### src/rtl/pwmt_pkg.sv
package pwmt_pkg;
  localparam int DIV_FIELD_W = 4;

  // per-channel strobes from control to datapath
  typedef struct packed {
    logic load;     // copy buffers into live registers
    logic tick;     // decrement enable (already gated by run)
    logic run;      // channel running
    logic autoRld;  // refill at zero
    logic invert;   // pin polarity
  } chStrobe_t;
endpackage

### src/rtl/pwmt_ctrl.sv
module pwmt_ctrl
  import pwmt_pkg::*;
#(
  parameter int NUM_CH    = 5,
  parameter int CNT_W     = 16,
  parameter int PRE_W     = 8,
  parameter int PRE_SPLIT = 2,
  parameter int ADDR_W    = 5,
  parameter int DATA_W    = 32
) (
  input  logic                           clk,
  input  logic                           rstN,
  input  logic                           wrEn,
  input  logic [ADDR_W-1:0]              addr,
  input  logic [DATA_W-1:0]              wrData,
  output logic [DATA_W-1:0]              rdData,
  input  logic [NUM_CH-1:0][CNT_W-1:0]   cntVal,
  input  logic [NUM_CH-1:0]              stopReq,
  output chStrobe_t [NUM_CH-1:0]         strobe,
  output logic [NUM_CH-1:0][CNT_W-1:0]   cntBuf,
  output logic [NUM_CH-2:0][CNT_W-1:0]   cmpBuf
);
  localparam int LAST      = NUM_CH - 1;
  localparam int CTRL_W    = 4 * LAST + 3;
  localparam int DIV_W     = DIV_FIELD_W * NUM_CH;
  localparam int DIV_CNT_W = (1 << DIV_FIELD_W) - 1;
  localparam int SLOT_BASE = 3;
  localparam int ADR_PRE   = 0;
  localparam int ADR_DIV   = 1;
  localparam int ADR_CTRL  = 2;

  function automatic int startBit(int ch);
    return 4 * ch;
  endfunction
  function automatic int updBit(int ch);
    return 4 * ch + 1;
  endfunction
  function automatic int invBit(int ch);
    return 4 * ch + 2;
  endfunction
  function automatic int rldBit(int ch);
    return (ch == LAST) ? 4 * ch + 2 : 4 * ch + 3;
  endfunction

  logic [2*PRE_W-1:0] preCfg;
  logic [DIV_W-1:0]   divCfg;
  logic [CTRL_W-1:0]  ctrlReg;
  logic [1:0]         preTick;
  logic               unusedWr;

  assign unusedWr = ^wrData;

  // register file
  always_ff @(posedge clk or negedge rstN) begin
    if (!rstN) begin
      preCfg  <= '0;
      divCfg  <= '0;
      ctrlReg <= '0;
      cntBuf  <= '0;
      cmpBuf  <= '0;
    end else begin
      if (wrEn) begin
        if (addr == ADDR_W'(ADR_PRE))  preCfg  <= wrData[2*PRE_W-1:0];
        if (addr == ADDR_W'(ADR_DIV))  divCfg  <= wrData[DIV_W-1:0];
        if (addr == ADDR_W'(ADR_CTRL)) ctrlReg <= wrData[CTRL_W-1:0];
        for (int ch = 0; ch < NUM_CH; ch++) begin
          if (addr == ADDR_W'(SLOT_BASE + 3 * ch)) cntBuf[ch] <= wrData[CNT_W-1:0];
        end
        for (int ch = 0; ch < LAST; ch++) begin
          if (addr == ADDR_W'(SLOT_BASE + 3 * ch + 1)) cmpBuf[ch] <= wrData[CNT_W-1:0];
        end
      end
      // a one-shot expiry clears the run bit; it wins over a same-cycle write
      for (int ch = 0; ch < NUM_CH; ch++) begin
        if (stopReq[ch]) ctrlReg[startBit(ch)] <= 1'b0;
      end
    end
  end

  // two shared prescalers
  for (genvar g = 0; g < 2; g++) begin : g_pre
    logic [PRE_W-1:0] preCnt;
    logic [PRE_W-1:0] lim;
    assign lim        = preCfg[g*PRE_W +: PRE_W];
    assign preTick[g] = (preCnt >= lim);
    always_ff @(posedge clk or negedge rstN) begin
      if (!rstN)           preCnt <= '0;
      else if (preTick[g]) preCnt <= '0;
      else                 preCnt <= preCnt + 1'b1;
    end
  end

  // per-channel power-of-two divider and strobe packing
  for (genvar ch = 0; ch < NUM_CH; ch++) begin : g_ch
    localparam int GRP = (ch < PRE_SPLIT) ? 0 : 1;
    logic [DIV_FIELD_W-1:0] divSel;
    logic [DIV_CNT_W-1:0]   divCnt;
    logic [DIV_CNT_W-1:0]   divMask;
    logic                   chTick;
    logic                   invSel;

    assign divSel  = divCfg[ch*DIV_FIELD_W +: DIV_FIELD_W];
    assign divMask = (DIV_CNT_W'(1) << divSel) - DIV_CNT_W'(1);
    assign chTick  = preTick[GRP] && ((divCnt & divMask) == divMask);

    always_ff @(posedge clk or negedge rstN) begin
      if (!rstN)             divCnt <= '0;
      else if (preTick[GRP]) divCnt <= divCnt + 1'b1;
    end

    if (ch == LAST) begin : g_noInv
      assign invSel = 1'b0;
    end else begin : g_inv
      assign invSel = ctrlReg[invBit(ch)];
    end

    assign strobe[ch] = '{
      load:    ctrlReg[updBit(ch)],
      tick:    chTick && ctrlReg[startBit(ch)],
      run:     ctrlReg[startBit(ch)],
      autoRld: ctrlReg[rldBit(ch)],
      invert:  invSel
    };
  end

  // read mux
  always_comb begin
    rdData = '0;
    if (addr == ADDR_W'(ADR_PRE))  rdData[2*PRE_W-1:0] = preCfg;
    if (addr == ADDR_W'(ADR_DIV))  rdData[DIV_W-1:0]   = divCfg;
    if (addr == ADDR_W'(ADR_CTRL)) rdData[CTRL_W-1:0]  = ctrlReg;
    for (int ch = 0; ch < NUM_CH; ch++) begin
      if (addr == ADDR_W'(SLOT_BASE + 3 * ch))     rdData[CNT_W-1:0] = cntBuf[ch];
      if (addr == ADDR_W'(SLOT_BASE + 3 * ch + 2)) rdData[CNT_W-1:0] = cntVal[ch];
    end
    for (int ch = 0; ch < LAST; ch++) begin
      if (addr == ADDR_W'(SLOT_BASE + 3 * ch + 1)) rdData[CNT_W-1:0] = cmpBuf[ch];
    end
  end
endmodule

### src/rtl/pwmt_datapath.sv
module pwmt_datapath
  import pwmt_pkg::*;
#(
  parameter int NUM_CH = 5,
  parameter int CNT_W  = 16
) (
  input  logic                          clk,
  input  logic                          rstN,
  input  chStrobe_t [NUM_CH-1:0]        strobe,
  input  logic [NUM_CH-1:0][CNT_W-1:0]  cntBuf,
  input  logic [NUM_CH-2:0][CNT_W-1:0]  cmpBuf,
  output logic [NUM_CH-1:0][CNT_W-1:0]  cntVal,
  output logic [NUM_CH-1:0]             stopReq,
  output logic [NUM_CH-1:0]             expire,
  output logic [NUM_CH-2:0]             pwmOut
);
  for (genvar ch = 0; ch < NUM_CH; ch++) begin : g_ch
    chStrobe_t        s;
    logic [CNT_W-1:0] cnt;
    logic [CNT_W-1:0] nxt;
    logic             expR;

    assign s   = strobe[ch];
    assign nxt = cnt - CNT_W'(1);

    always_ff @(posedge clk or negedge rstN) begin
      if (!rstN) begin
        cnt  <= '0;
        expR <= 1'b0;
      end else begin
        expR <= 1'b0;
        if (s.load) begin
          cnt <= cntBuf[ch];
        end else if (s.tick) begin
          if (cnt != '0) begin
            cnt  <= nxt;
            expR <= (nxt == '0);
          end else if (s.autoRld) begin
            cnt <= cntBuf[ch];
          end
        end
      end
    end

    assign stopReq[ch] = s.tick && !s.load && !s.autoRld && (cnt <= CNT_W'(1));
    assign cntVal[ch]  = cnt;
    assign expire[ch]  = expR;

    if (ch < NUM_CH - 1) begin : g_cmp
      logic [CNT_W-1:0] cmp;
      logic             lvl;
      always_ff @(posedge clk or negedge rstN) begin
        if (!rstN) begin
          cmp <= '0;
          lvl <= 1'b0;
        end else if (s.load) begin
          cmp <= cmpBuf[ch];
          lvl <= 1'b0;
        end else if (s.tick) begin
          if (cnt != '0) begin
            if (nxt == cmp) lvl <= 1'b1;   // match only after a decrement
          end else if (s.autoRld) begin
            lvl <= 1'b0;
          end
        end
      end
      assign pwmOut[ch] = lvl ^ s.invert;
    end else begin : g_noCmp
      logic unusedInv;
      assign unusedInv = s.invert;
    end
  end
endmodule

### src/rtl/dbuf_pwm_timer.sv
module dbuf_pwm_timer
  import pwmt_pkg::*;
#(
  parameter int NUM_CH    = 5,
  parameter int CNT_W     = 16,
  parameter int PRE_W     = 8,
  parameter int PRE_SPLIT = 2,
  parameter int DATA_W    = 32,
  localparam int ADDR_W   = $clog2(3 + 3 * NUM_CH)
) (
  input  logic              clk,
  input  logic              rstN,
  input  logic              wrEn,
  input  logic [ADDR_W-1:0] addr,
  input  logic [DATA_W-1:0] wrData,
  output logic [DATA_W-1:0] rdData,
  output logic [NUM_CH-2:0] pwmOut,
  output logic [NUM_CH-1:0] expire
);
  chStrobe_t [NUM_CH-1:0]        strobe;
  logic [NUM_CH-1:0][CNT_W-1:0]  cntBuf;
  logic [NUM_CH-2:0][CNT_W-1:0]  cmpBuf;
  logic [NUM_CH-1:0][CNT_W-1:0]  cntVal;
  logic [NUM_CH-1:0]             stopReq;

  pwmt_ctrl #(
    .NUM_CH(NUM_CH), .CNT_W(CNT_W), .PRE_W(PRE_W),
    .PRE_SPLIT(PRE_SPLIT), .ADDR_W(ADDR_W), .DATA_W(DATA_W)
  ) i_ctrl (
    .clk(clk), .rstN(rstN), .wrEn(wrEn), .addr(addr), .wrData(wrData),
    .rdData(rdData), .cntVal(cntVal), .stopReq(stopReq),
    .strobe(strobe), .cntBuf(cntBuf), .cmpBuf(cmpBuf)
  );

  pwmt_datapath #(.NUM_CH(NUM_CH), .CNT_W(CNT_W)) i_dp (
    .clk(clk), .rstN(rstN), .strobe(strobe), .cntBuf(cntBuf), .cmpBuf(cmpBuf),
    .cntVal(cntVal), .stopReq(stopReq), .expire(expire), .pwmOut(pwmOut)
  );
endmodule

### config.mk
export PLATFORM = sky130hd
export DESIGN_NAME = dbuf_pwm_timer
export DESIGN_NICKNAME = d
export VERILOG_FILES = /design/src/rtl/pwmt_pkg.sv /design/src/rtl/pwmt_ctrl.sv /design/src/rtl/pwmt_datapath.sv /design/src/rtl/dbuf_pwm_timer.sv
export SDC_FILE = /design/constraint.sdc
export NUM_CORES = 1
export LEC_CHECK = 0
export ABC_AREA = 0
export BUFFER_PORTS_ARGS = -buffer_cell sky130_fd_sc_hd__buf_4
export CAP_MARGIN = 20
export CORE_AREA = 2 2 299 301
export CTS_BUF_LIST = sky130_fd_sc_hd__clkbuf_16
export DETAILED_ROUTE_END_ITERATION = 8
export DIE_AREA = 0 0 301 303
export PLACE_DENSITY = 0.54
export SLEW_MARGIN = 5
export SYNTH_ARGS = -nofsm -noshare
export SYNTH_HDL_FRONTEND = slang
export SYNTH_SLANG_ARGS = --single-unit
export TNS_END_PERCENT = 10
### constraint.sdc
create_clock -name clk -period 7 [get_ports clk]
set_input_delay 0.7 -clock clk [delete_from_list [all_inputs] [get_ports clk]]
set_output_delay 0.7 -clock clk [all_outputs]
set_load 0.01 [all_outputs]
# --- Word level (Yosys, flattened, before mapping) ---
# Index checks and enable logic that the tools add are counted.
totals:
  ff_bits: 443
  input_bits: 40
  output_inout_bits: 41
  wordCells: 282
op_classes:
  add_sub_neg: 17
  n_lt_le_gt_ge: 7
  eq_ne: 29
  n_shift: 5
  n_mux: 81
  bitwise_logic: 9
  reduce_logical: 92
op_table:
  columns: ["operator", "n"]
  rows:
  - ["$mux 16", 35]
  - ["$le 16x1->1 const B", 5]
  - ["$logic_not 16->1", 5]
  - ["$reduce_bool 16->1", 5]
  - ["$sub 16x1->16 const B", 5]
  - ["$add 15x1->15 const B", 5]
  - ["$and 15x15->15", 5]
  - ["$eq 15x15->1", 5]
  - ["$shl 1x4->15 const A", 5]
  - ["$sub 15x2->15 const B", 5]
  - ["$eq 16x16->1", 4]
  - ["$reduce_and 2->1", 22]
  - ["$eq 5x4->1 const B", 8]
  - ["$mux 1", 40]
  - ["$mux 17", 2]
  - ["$reduce_bool 2->1", 15]
  - ["$logic_and 1x1->1", 25]
  - ["$eq 5x3->1 const B", 4]
  - ["$mux 20", 1]
  - ["$mux 19", 1]
  - ["$add 8x1->8 const B", 2]
  - ["$ge 8x8->1", 2]
  - ["$mux 8", 2]
  - ["$reduce_bool 3->1", 5]
  - ["8 further kinds", 27]

# --- Logic depth before layout (Yosys ltp) ---
# Gate-level depths: netlist of the first run.
depth:
  depth_word: 18
  mapped_depth: 13

# --- Modules after synthesis ---
# From an unflattened synthesis of the first run, not the netlist that was laid out.
hier_totals:
  hier_cells: 2778
  area_unflattened_um2: 26864.5
modules_own_cells:
  columns: ["mod", "instances", "cells_per_inst", "area_each_um2", "seq_area_each_um2"]
  rows:
  - ["pwmt_ctrl", 1, 1590, 16609.7, 7257.0]
  - ["pwmt_datapath", 1, 1188, 10254.8, 3828.7]

# --- Worst setup path after synthesis of the first run ---
# Ideal clock, no wire load.
synth_path:
  path_kind: "in2out"
  startpoint: "in addr[1]"
  endpoint: "out rdData[11]"
  t_arrival_ps: 2705
  required_time_ps: 6300
  slack_ps: 3595
  path_stages: 9
  path_buffers: 2
  cell_sequence: "clkbuf_1 -> nor3_1 -> and2_1 -> clkbuf_1 -> a2bb2oi_1 -> a22o_1 -> a21oi_1 -> a2111oi_0 -> o31ai_1"
synth_via:
  elab_chain_len: 18
synth_rtl:
  columns: ["element", "line_no", "rtl"]
  rows:
  - ["start: declaration", "dbuf_pwm_timer.sv:14", "input logic [ADDR_W-1:0] addr,"]
  - ["$logic_not 5->1", "pwmt_ctrl.sv:129", "if (addr == ADDR_W'(ADR_PRE)) rdData[2*PRE_W-1:0] = preCfg;"]
  - ["$mux 16", "pwmt_ctrl.sv:129", null]
  - ["$mux 20", "pwmt_ctrl.sv:130", "if (addr == ADDR_W'(ADR_DIV)) rdData[DIV_W-1:0] = divCfg;"]
  - ["$mux 19", "pwmt_ctrl.sv:131", "if (addr == ADDR_W'(ADR_CTRL)) rdData[CTRL_W-1:0] = ctrlReg;"]
  - ["$mux 16", "pwmt_ctrl.sv:133", "if (addr == ADDR_W'(SLOT_BASE + 3 * ch)) rdData[CNT_W-1:0] = cntBuf[ch];"]
  - ["$mux 16", "pwmt_ctrl.sv:134", "if (addr == ADDR_W'(SLOT_BASE + 3 * ch + 2)) rdData[CNT_W-1:0] = cntVal[ch];"]
  - ["$mux 16", "pwmt_ctrl.sv:133", null]
  - ["$mux 16", "pwmt_ctrl.sv:134", null]
  - ["$mux 16", "pwmt_ctrl.sv:133", null]
  - ["$mux 16", "pwmt_ctrl.sv:134", null]
  - ["$mux 16", "pwmt_ctrl.sv:133", null]
  - ["$mux 16", "pwmt_ctrl.sv:134", null]
  - ["$mux 16", "pwmt_ctrl.sv:133", null]
  - ["$mux 16", "pwmt_ctrl.sv:134", null]
  - ["$mux 16 (3 in a row)", "pwmt_ctrl.sv:137", "if (addr == ADDR_W'(SLOT_BASE + 3 * ch + 1)) rdData[CNT_W-1:0] = cmpBuf[ch];"]
  - ["$mux 16 *", "pwmt_ctrl.sv:137", null]
  - ["end: declaration", "dbuf_pwm_timer.sv:16", "output logic [DATA_W-1:0] rdData,"]
# Mark *: on every way between the ends. The rest lies on a longest branch, timed or not.

# --- Final worst setup path of the first run ---
layout_path:
  startpoint: "reg i_ctrl.divCfg[19]"
  endpoint: "reg i_dp.g_ch[4].cnt[9]"
layout_via:
  elab_chain_len: 8
layout_rtl:
  columns: ["element", "line_no", "rtl"]
  rows:
  - ["start: declaration", "pwmt_ctrl.sv:46", "logic [DIV_W-1:0] divCfg;"]
  - ["start signal: assignment", "pwmt_ctrl.sv:64", "if (addr == ADDR_W'(ADR_DIV)) divCfg <= wrData[DIV_W-1:0];"]
  - ["$shl 1x4->15 *", "pwmt_ctrl.sv:103", "assign divMask = (DIV_CNT_W'(1) << divSel) - DIV_CNT_W'(1);"]
  - ["$sub 15x2->15 *", "pwmt_ctrl.sv:103", null]
  - ["$and 15x15->15", "pwmt_ctrl.sv:104", "assign chTick = preTick[GRP] && ((divCnt & divMask) == divMask);"]
  - ["$eq 15x15->1 *", "pwmt_ctrl.sv:104", null]
  - ["$logic_and 1x1->1 *", "pwmt_ctrl.sv:104", null]
  - ["$logic_and 1x1->1 *", "pwmt_ctrl.sv:119", "tick: chTick && ctrlReg[startBit(ch)],"]
  - ["$reduce_bool 2->1 (no line) *", null, null]
  - ["$reduce_and 2->1 (no line) *", null, null]
  - ["end signal: assignment", "pwmt_datapath.sv:33", "cnt <= cntBuf[ch];"]
  - ["end signal: assignment", "pwmt_datapath.sv:36", "cnt <= nxt;"]
  - ["end signal: assignment", "pwmt_datapath.sv:39", "cnt <= cntBuf[ch];"]
  - ["end: declaration", "pwmt_datapath.sv:19", "logic [CNT_W-1:0] cnt;"]
# Marks and branches as above.
# A chain may end at the register's enable or synchronous reset.

==> results of run 1 <==
-- routing by layer --
layer  share of wire (%)  vias up  track usage (%)
met3                 8.2      167             3.99
met2                  43      865             28.7
met5                0.23        -            0.983
met1                  44    10700             26.8
li1                    -     9751                -
met4                 3.7       10             7.11
-- where the power goes --
part	internal, mW	switching, mW	leakage [nW]	total, mW
clock	1.56	1.17	0.855	2.73
combinational	1.66	1.90	5.60	3.56
sequential	3.26	1.24	5.70	4.50
total	6.48	4.31	12.2	10.8
-- placed cells by master (no fill, tap or decap), types with 77 or more instances in the layout --
cell type / synthesis / layout
dfrtp_1: 443 / 443
mux2_2: 270 / 270
nor2_1: 201 / 201
o21ai_0: 180 / 179
nand2_1: 153 / 153
a21oi_1: 134 / 134
xnor2_1: 119 / 119
buf_4: 18 / 88
nor3_1: 81 / 81
nand3_1: 80 / 80
inv_1: 69 / 77
-- flip-flops by register name, indices dropped and copies added (netlist names) --
register and flops:
i_ctrl.g_pre.preCnt 16, i_ctrl.preCfg 16, i_dp.g_ch.g_cmp.lvl 4, i_ctrl.ctrlReg 19, i_dp.g_ch.g_cmp.cmp 64, i_ctrl.divCfg 20, i_dp.g_ch.cnt 80, i_ctrl.cntBuf 80
i_ctrl.g_ch.divCnt 75, i_dp.g_ch.expR 5, i_ctrl.cmpBuf 64
-- cell families (layout without fill, tap and decap cells) --
kind of cell               count (synthesis)  count (layout)  synth area share [%]
buffers and inverters                    291             260                  4.56
muxes                                    282             282                  12.1
DFF                                      443             443                  42.5
other                                      1              16                0.0144
and+or+nand+nor                          825             825                  16.4
adders and majority gates                 48              48                  2.30
xor gates and xnor gates                 192             192                  6.60
AOI/OAI and AO/OA                        611             611                  15.5
-- critical path: stages, from the launching register on --
cell,delay (ns)
dfrtp_1,0.60
nor2_1,0.31
nand3b_1,0.11
ha_1,0.38
inv_1,0.19
nor4_1,0.07
or4b_2,0.67
nor4_1,0.70
nand3_1,0.81
nand2_1,0.68
o221a_2,0.27
-- stage by stage --
| step | hold WS, ns | instance area (um2) | util [%] |
|---|---|---|---|
| after floorplan | 0.404 | 26200 | - |
| after global placement | 0.462 | 27400 | 31.2 |
| after detailed placement | 0.469 | 27400 | 31.2 |
| after CTS | 0.116 | 29100 | 33.1 |
| after global routing | 0.151 | 29100 | 33.1 |
| final | 0.0974 | 29200 | 33.1 |
-- final cells by class --
cell class | count | share of cell area (%)
inverters | 71 | 0.914
clock inverters | 44 | 1.25
flip-flops and latches | 443 | 38.0
diodes | 4 | 0.0343
repair buffers | 92 | 2.52
clock buffers | 53 | 4.55
well taps | 1165 | 5.00
multi-input cells | 1970 | 47.7
-- worst min-delay path by stage --
stage / startpoint / to / slack (ns) / depth (start not counted)
floorplan: rstN / i_ctrl.cmpBuf[0]$_DFFE_PN0P_ / 0.40 / 0
global placement: i_ctrl.g_ch[1].divCnt[14]$_DFFE_PN0N_ / i_ctrl.g_ch[1].divCnt[14]$_DFFE_PN0N_ / 0.46 / 1
CTS: rstN / i_dp.g_ch[3].cnt[12]$_DFFE_PN0P_ / 0.12 / 1
detailed placement: i_ctrl.g_ch[1].divCnt[13]$_DFFE_PN0N_ / i_ctrl.g_ch[1].divCnt[13]$_DFFE_PN0N_ / 0.47 / 1
global route: rstN / i_dp.g_ch[3].cnt[1]$_DFFE_PN0P_ / 0.15 / 1
finish: rstN / i_dp.g_ch[3].cnt[1]$_DFFE_PN0P_ / 0.1 / 1
==> results.json, run 1 <==
{
  "status": "complete, but fails checks",
  "violations": "design-rule violations",
  "cts_buffer_depth": 3,
  "total_power_mw": 10.8,
  "synth_flop_cell": "dfrtp_1",
  "crit_path_end_kind": "flip-flop",
  "viasPerCell": 5.61,
  "overflow": 0,
  "drc": 3,
  "hold_viol": 0,
  "num_rows": 109,
  "reg2reg_to": "i_dp.g_ch[4].cnt[9]$_DFFE_PN0P_",
  "p_leak_nw": 12.2,
  "initial_core_util_pct": 29.7,
  "worst_hold_path_type": "primary input to async pin",
  "coreArea_um2": 88000,
  "ctsHtreeMaxLevel": 2,
  "rsz0062_at_grt": "false",
  "postRouteAntennaNets": 0,
  "cp-start-kind": "flip-flop",
  "rrSetupSlack_ns": 2.14,
  "ys_types": 86,
  "place_congestion": 0.935,
  "fp.dieH_um": 303,
  "path_max_fanout": 21,
  "multi_input_area_um2": 13900,
  "ff2ff_path_depth": 10,
  "period_share_pct": 69.5,
  "ys_warn_count": 0,
  "cts_tree": "done",
  "yosysSeqAreaShare_pct": 42.5,
  "yosys.area.top_type": "dfrtp_1",
  "cts_made_buffers": 52,
  "syn_avg_cell_area_um2": 9.70,
  "drive_gt1_share_pct": 18.1,
  "wirelength_um": 88500,
  "setup_violations": 0,
  "io_buffers": 56,
  "grt_pass1_vias": 20700,
  "worst_pin_slew_ns": 1.10,
  "num-fill-cells": 9038,
  "num-nets-final": 2718,
  "fin_skew_ns": 0.0486,
  "cts_resized": 0,
  "syn-instance-count": 2693,
  "syn_to_final_growth_pct": 11.7,
  "synth_most_common_cell": "dfrtp_1",
  "firstDrtPassIters": 9,
  "dieArea_um2": 91200,
  "crit_start": "i_ctrl.divCfg[19]$_DFFE_PN0P_",
  "min_period_ns": 4.86,
  "vdd_drop_max_mv": 0.259,
  "stdcell_count": 3842,
  "async_flop_share_pct": 100,
  "synth_area_um2": 26100,
  "report.final.slew_viol_count": 0,
  "num_vias": 21500,
  "crit_arrival_ns": 5.42,
  "die_w_um": 301,
  "regArea_um2": 11100,
  "antenna_found_initial": 8,
  "synthTopCellsByCount": "dfrtp_1, mux2_2, nor2_1",
  "cts_sinks": 443,
  "grt_usage_pct": 19.1,
  "grt_pass1_wl_um": 133000,
  "max_cap_violations": 0,
  "synth_top_area_share_pct": 42.5,
  "cts_setup_buffers": 0,
  "insertion_delay_ns": 0.63,
  "max_freq_mhz": 206,
  "grt_max_degree": 126,
  "rr_startpoint": "i_ctrl.divCfg[19]$_DFFE_PN0P_",
  "synth_edf_count": 0,
  "clkTransAtPathRegs_ns": 0.06,
  "setup_tns_ns": 0,
  "synth_area_leaders": "dfrtp_1, mux2_2, xnor2_1, o21ai_0, nor2_1",
  "dp_cells": 3739,
  "wl_per_cell_um": 23.0,
  "ios": 81,
  "clockRootBuffer": "clkbuf_16",
  "slew_headroom_pct": 26.3,
  "yosys_register_bits": 443,
  "power_density_nw_per_um2": 370,
  "post-place-ws_ns": 2.31,
  "cts_hold_buf": 0,
  "drtIter0Drc": 2284,
  "layout_setup_ws_ns": 2.14,
  "critPathRequiredTime_ns": 7.55,
  "crit_type": "flip-flop to flip-flop",
  "crit_end": "i_dp.g_ch[4].cnt[9]$_DFFE_PN0P_",
  "dp_hpwl_um": 61800
}
(Power assumes the default switching activity.)
==> inputs of run 2 (changes only) <==
Clock period 7 ns to 4.85 ns, I/O delays scaled along.
==> run 2 against run 1 <==
Against the previous run: the flow now finishes without violations; clock power rose by 58%; clock skew grew 0.0015 ns; register-to-register slack lost 1.1 ns; wire length about the same; sequential share of layout area shrank 0.40 points; sequential power is 44% higher; hold slack improved by 0.0032 ns; core utilization rose by 0.35 points; clock-buffer cell count unchanged; die area stayed put; total power rose by 48%; largest power group unchanged.
==> results.json, run 2 (synthesis gave the netlist of run 1 again) <==
{
  "status": "completed",
  "period_share_pct": 85.3,
  "overflow": 0,
  "critPathRequiredTime_ns": 4.37,
  "clockRootBuffer": "clkbuf_16",
  "setup_violations": 0,
  "crit_type": "flip-flop to output pin",
  "crit_path_end_kind": "output pin",
  "cts_setup_buffers": 0,
  "antenna_found_initial": 10,
  "setup_tns_ns": 0,
  "grtUsageMet2_pct": 29.3,
  "rsz0062_at_grt": "false",
  "layout_commonest_cell": "dfrtp_1",
  "slew_headroom_pct": 28.7,
  "p_leak_nw": 12.3,
  "viasPerCell": 5.61,
  "num_vias": 21600,
  "grt_pass1_wl_um": 135000,
  "worst_hold_path_type": "primary input to flip-flop",
  "rrSetupSlack_ns": 1.01,
  "mostFrequentLayoutCells": "dfrtp_1, mux2_2, nor2_1, o21ai_0, nand2_1",
  "die_w_um": 301,
  "reg2reg_to": "i_dp.g_ch[4].cnt[15]$_DFFE_PN0P_",
  "num_rows": 109,
  "cp-start-kind": "flip-flop",
  "dp_hpwl_um": 62700,
  "postRouteAntennaNets": 0,
  "cts_sinks": 443,
  "clkTransAtPathRegs_ns": 0.06,
  "max_freq_mhz": 242,
  "grt_use_met1_pct": 27.8,
  "coreArea_um2": 88000,
  "syn_to_final_growth_pct": 12.8,
  "max_cap_violations": 0,
  "power_density_nw_per_um2": 542,
  "cts_made_buffers": 53,
  "fin_skew_ns": 0.0501,
  "grt_pass1_vias": 20800,
  "firstDrtPassIters": 7,
  "grt_max_degree": 125,
  "hold_viol": 0,
  "wl_per_cell_um": 22.9,
  "drtIter0Drc": 2170,
  "wirelength_um": 88400,
  "initial_core_util_pct": 29.7,
  "path_max_fanout": 23,
  "ctsHtreeMaxLevel": 2,
  "rr_startpoint": "i_ctrl.divCfg[16]$_DFFE_PN0P_",
  "crit_end": "rdData[5]",
  "dieArea_um2": 91200,
  "diodes": 0,
  "drive_gt1_share_pct": 18.9,
  "use_met3_pct": 3.40,
  "hold_ws_ns": 0.101,
  "grt_usage_pct": 19.3,
  "cts_buffer_depth": 3,
  "insertion_delay_ns": 0.64,
  "vdd_drop_max_mv": 0.332,
  "min_period_ns": 4.13,
  "crit_start": "i_ctrl.ctrlReg[5]$_DFFE_PN0P_",
  "report.final.slew_viol_count": 0,
  "ios": 81,
  "num-fill-cells": 9016,
  "drc": 0,
  "worst_pin_slew_ns": 1.07,
  "cts_tree": "done",
  "busiest_layer": "met2",
  "num-nets-final": 2736,
  "fp.dieH_um": 303,
  "place_congestion": 0.929,
  "reg.largest.list": "i_ctrl.cntBuf (80), i_dp.g_ch.cnt (80), i_ctrl.g_ch.divCnt (75)",
  "crit_arrival_ns": 3.65,
  "ff2ff_path_depth": 11,
  "io_buffers": 56
}
[run 2: cell count changes in the layout (fill, tap and decap cells not counted), sizes merged]
| cell | delta |
|---|---|
| buf | +16 |
| bufinv | +6 |
| clkinv | -5 |
| diode | -4 |
| clkinvlp | +1 |
| dlygate4sd3 | +1 |
[run 2: critical path, cell delays in order (launching register included)]
cell       delay (ns)
dfrtp_1          1.04
o21ai_0          0.22
a32oi_1          0.25
o21ai_0          0.25
a21oi_1          0.43
a2111oi_0        0.11
o21ai_0          0.49
buf_4            0.23
[run 2: layer usage]
| layer | vias to the layer above | share of wire, % |
|---|---|---|
| met5 | - | 0.11 |
| met4 | 14 | 3.1 |
| met3 | 164 | 7.6 |
| met2 | 858 | 44 |
| met1 | 10800 | 45 |
| li1 | 9797 | - |
[run 2: what timing repair did]
| action | in CTS | in global routing |
|---|---|---|
| gates resized for setup | 0 | 0 |
| hold buffers | 1 | 0 |
| hold endpoints to repair | 75 | 0 |
[run 2: final cells by class]
| class | instances | area, um2 | area share [%] |
|---|---|---|---|
| Multi-Input combinational cell | 1970 | 13900 | 47.2 |
| Sequential cell | 443 | 11100 | 37.6 |
| Tap cell | 1165 | 1460 | 4.95 |
| Clock buffer | 53 | 1330 | 4.50 |
| Timing Repair Buffer | 109 | 866 | 2.94 |
| Clock inverter | 46 | 549 | 1.86 |
| Inverter | 71 | 267 | 0.905 |
[run 2: where the power goes]
part           switching (mW)  internal, mW  total, mW  leakage [nW]
logic                    2.76          2.41       5.17          5.68
clock network            1.72          2.59       4.30         0.934
registers                1.79          4.70       6.49          5.70
total                    6.27          9.70       16.0          12.3
[run 2: worst min-delay path by stage]
stage | from | to | depth (start not counted)
final | wrData[19] | i_ctrl.divCfg[19]$_DFFE_PN0P_ | 2
after global routing | wrData[19] | i_ctrl.divCfg[19]$_DFFE_PN0P_ | 2
after CTS | wrData[19] | i_ctrl.divCfg[19]$_DFFE_PN0P_ | 2
after detailed placement | i_ctrl.g_ch[1].divCnt[14]$_DFFE_PN0N_ | i_ctrl.g_ch[1].divCnt[14]$_DFFE_PN0N_ | 1
after global placement | i_ctrl.g_ch[1].divCnt[14]$_DFFE_PN0N_ | i_ctrl.g_ch[1].divCnt[14]$_DFFE_PN0N_ | 1
after floorplan | rstN | i_ctrl.cmpBuf[0]$_DFFE_PN0P_ | 0
[run 2: stage by stage]
| stage | std cells | utilization, % | worst slack [ns] | area (um2) | total power, mW |
|---|---|---|---|---|---|
| after floorplan | 2704 | - | 1.70 | 26200 | 9.84 |
| after global placement | 3757 | 31.3 | 1.02 | 27600 | 11.6 |
| after detailed placement | 3757 | 31.3 | 1.06 | 27600 | 11.6 |
| after CTS | 3857 | 33.5 | 0.736 | 29500 | 16.0 |
| after global routing | 3857 | 33.5 | 0.559 | 29500 | 17.0 |
| final | 3857 | 33.5 | 0.715 | 29500 | 16.0 |
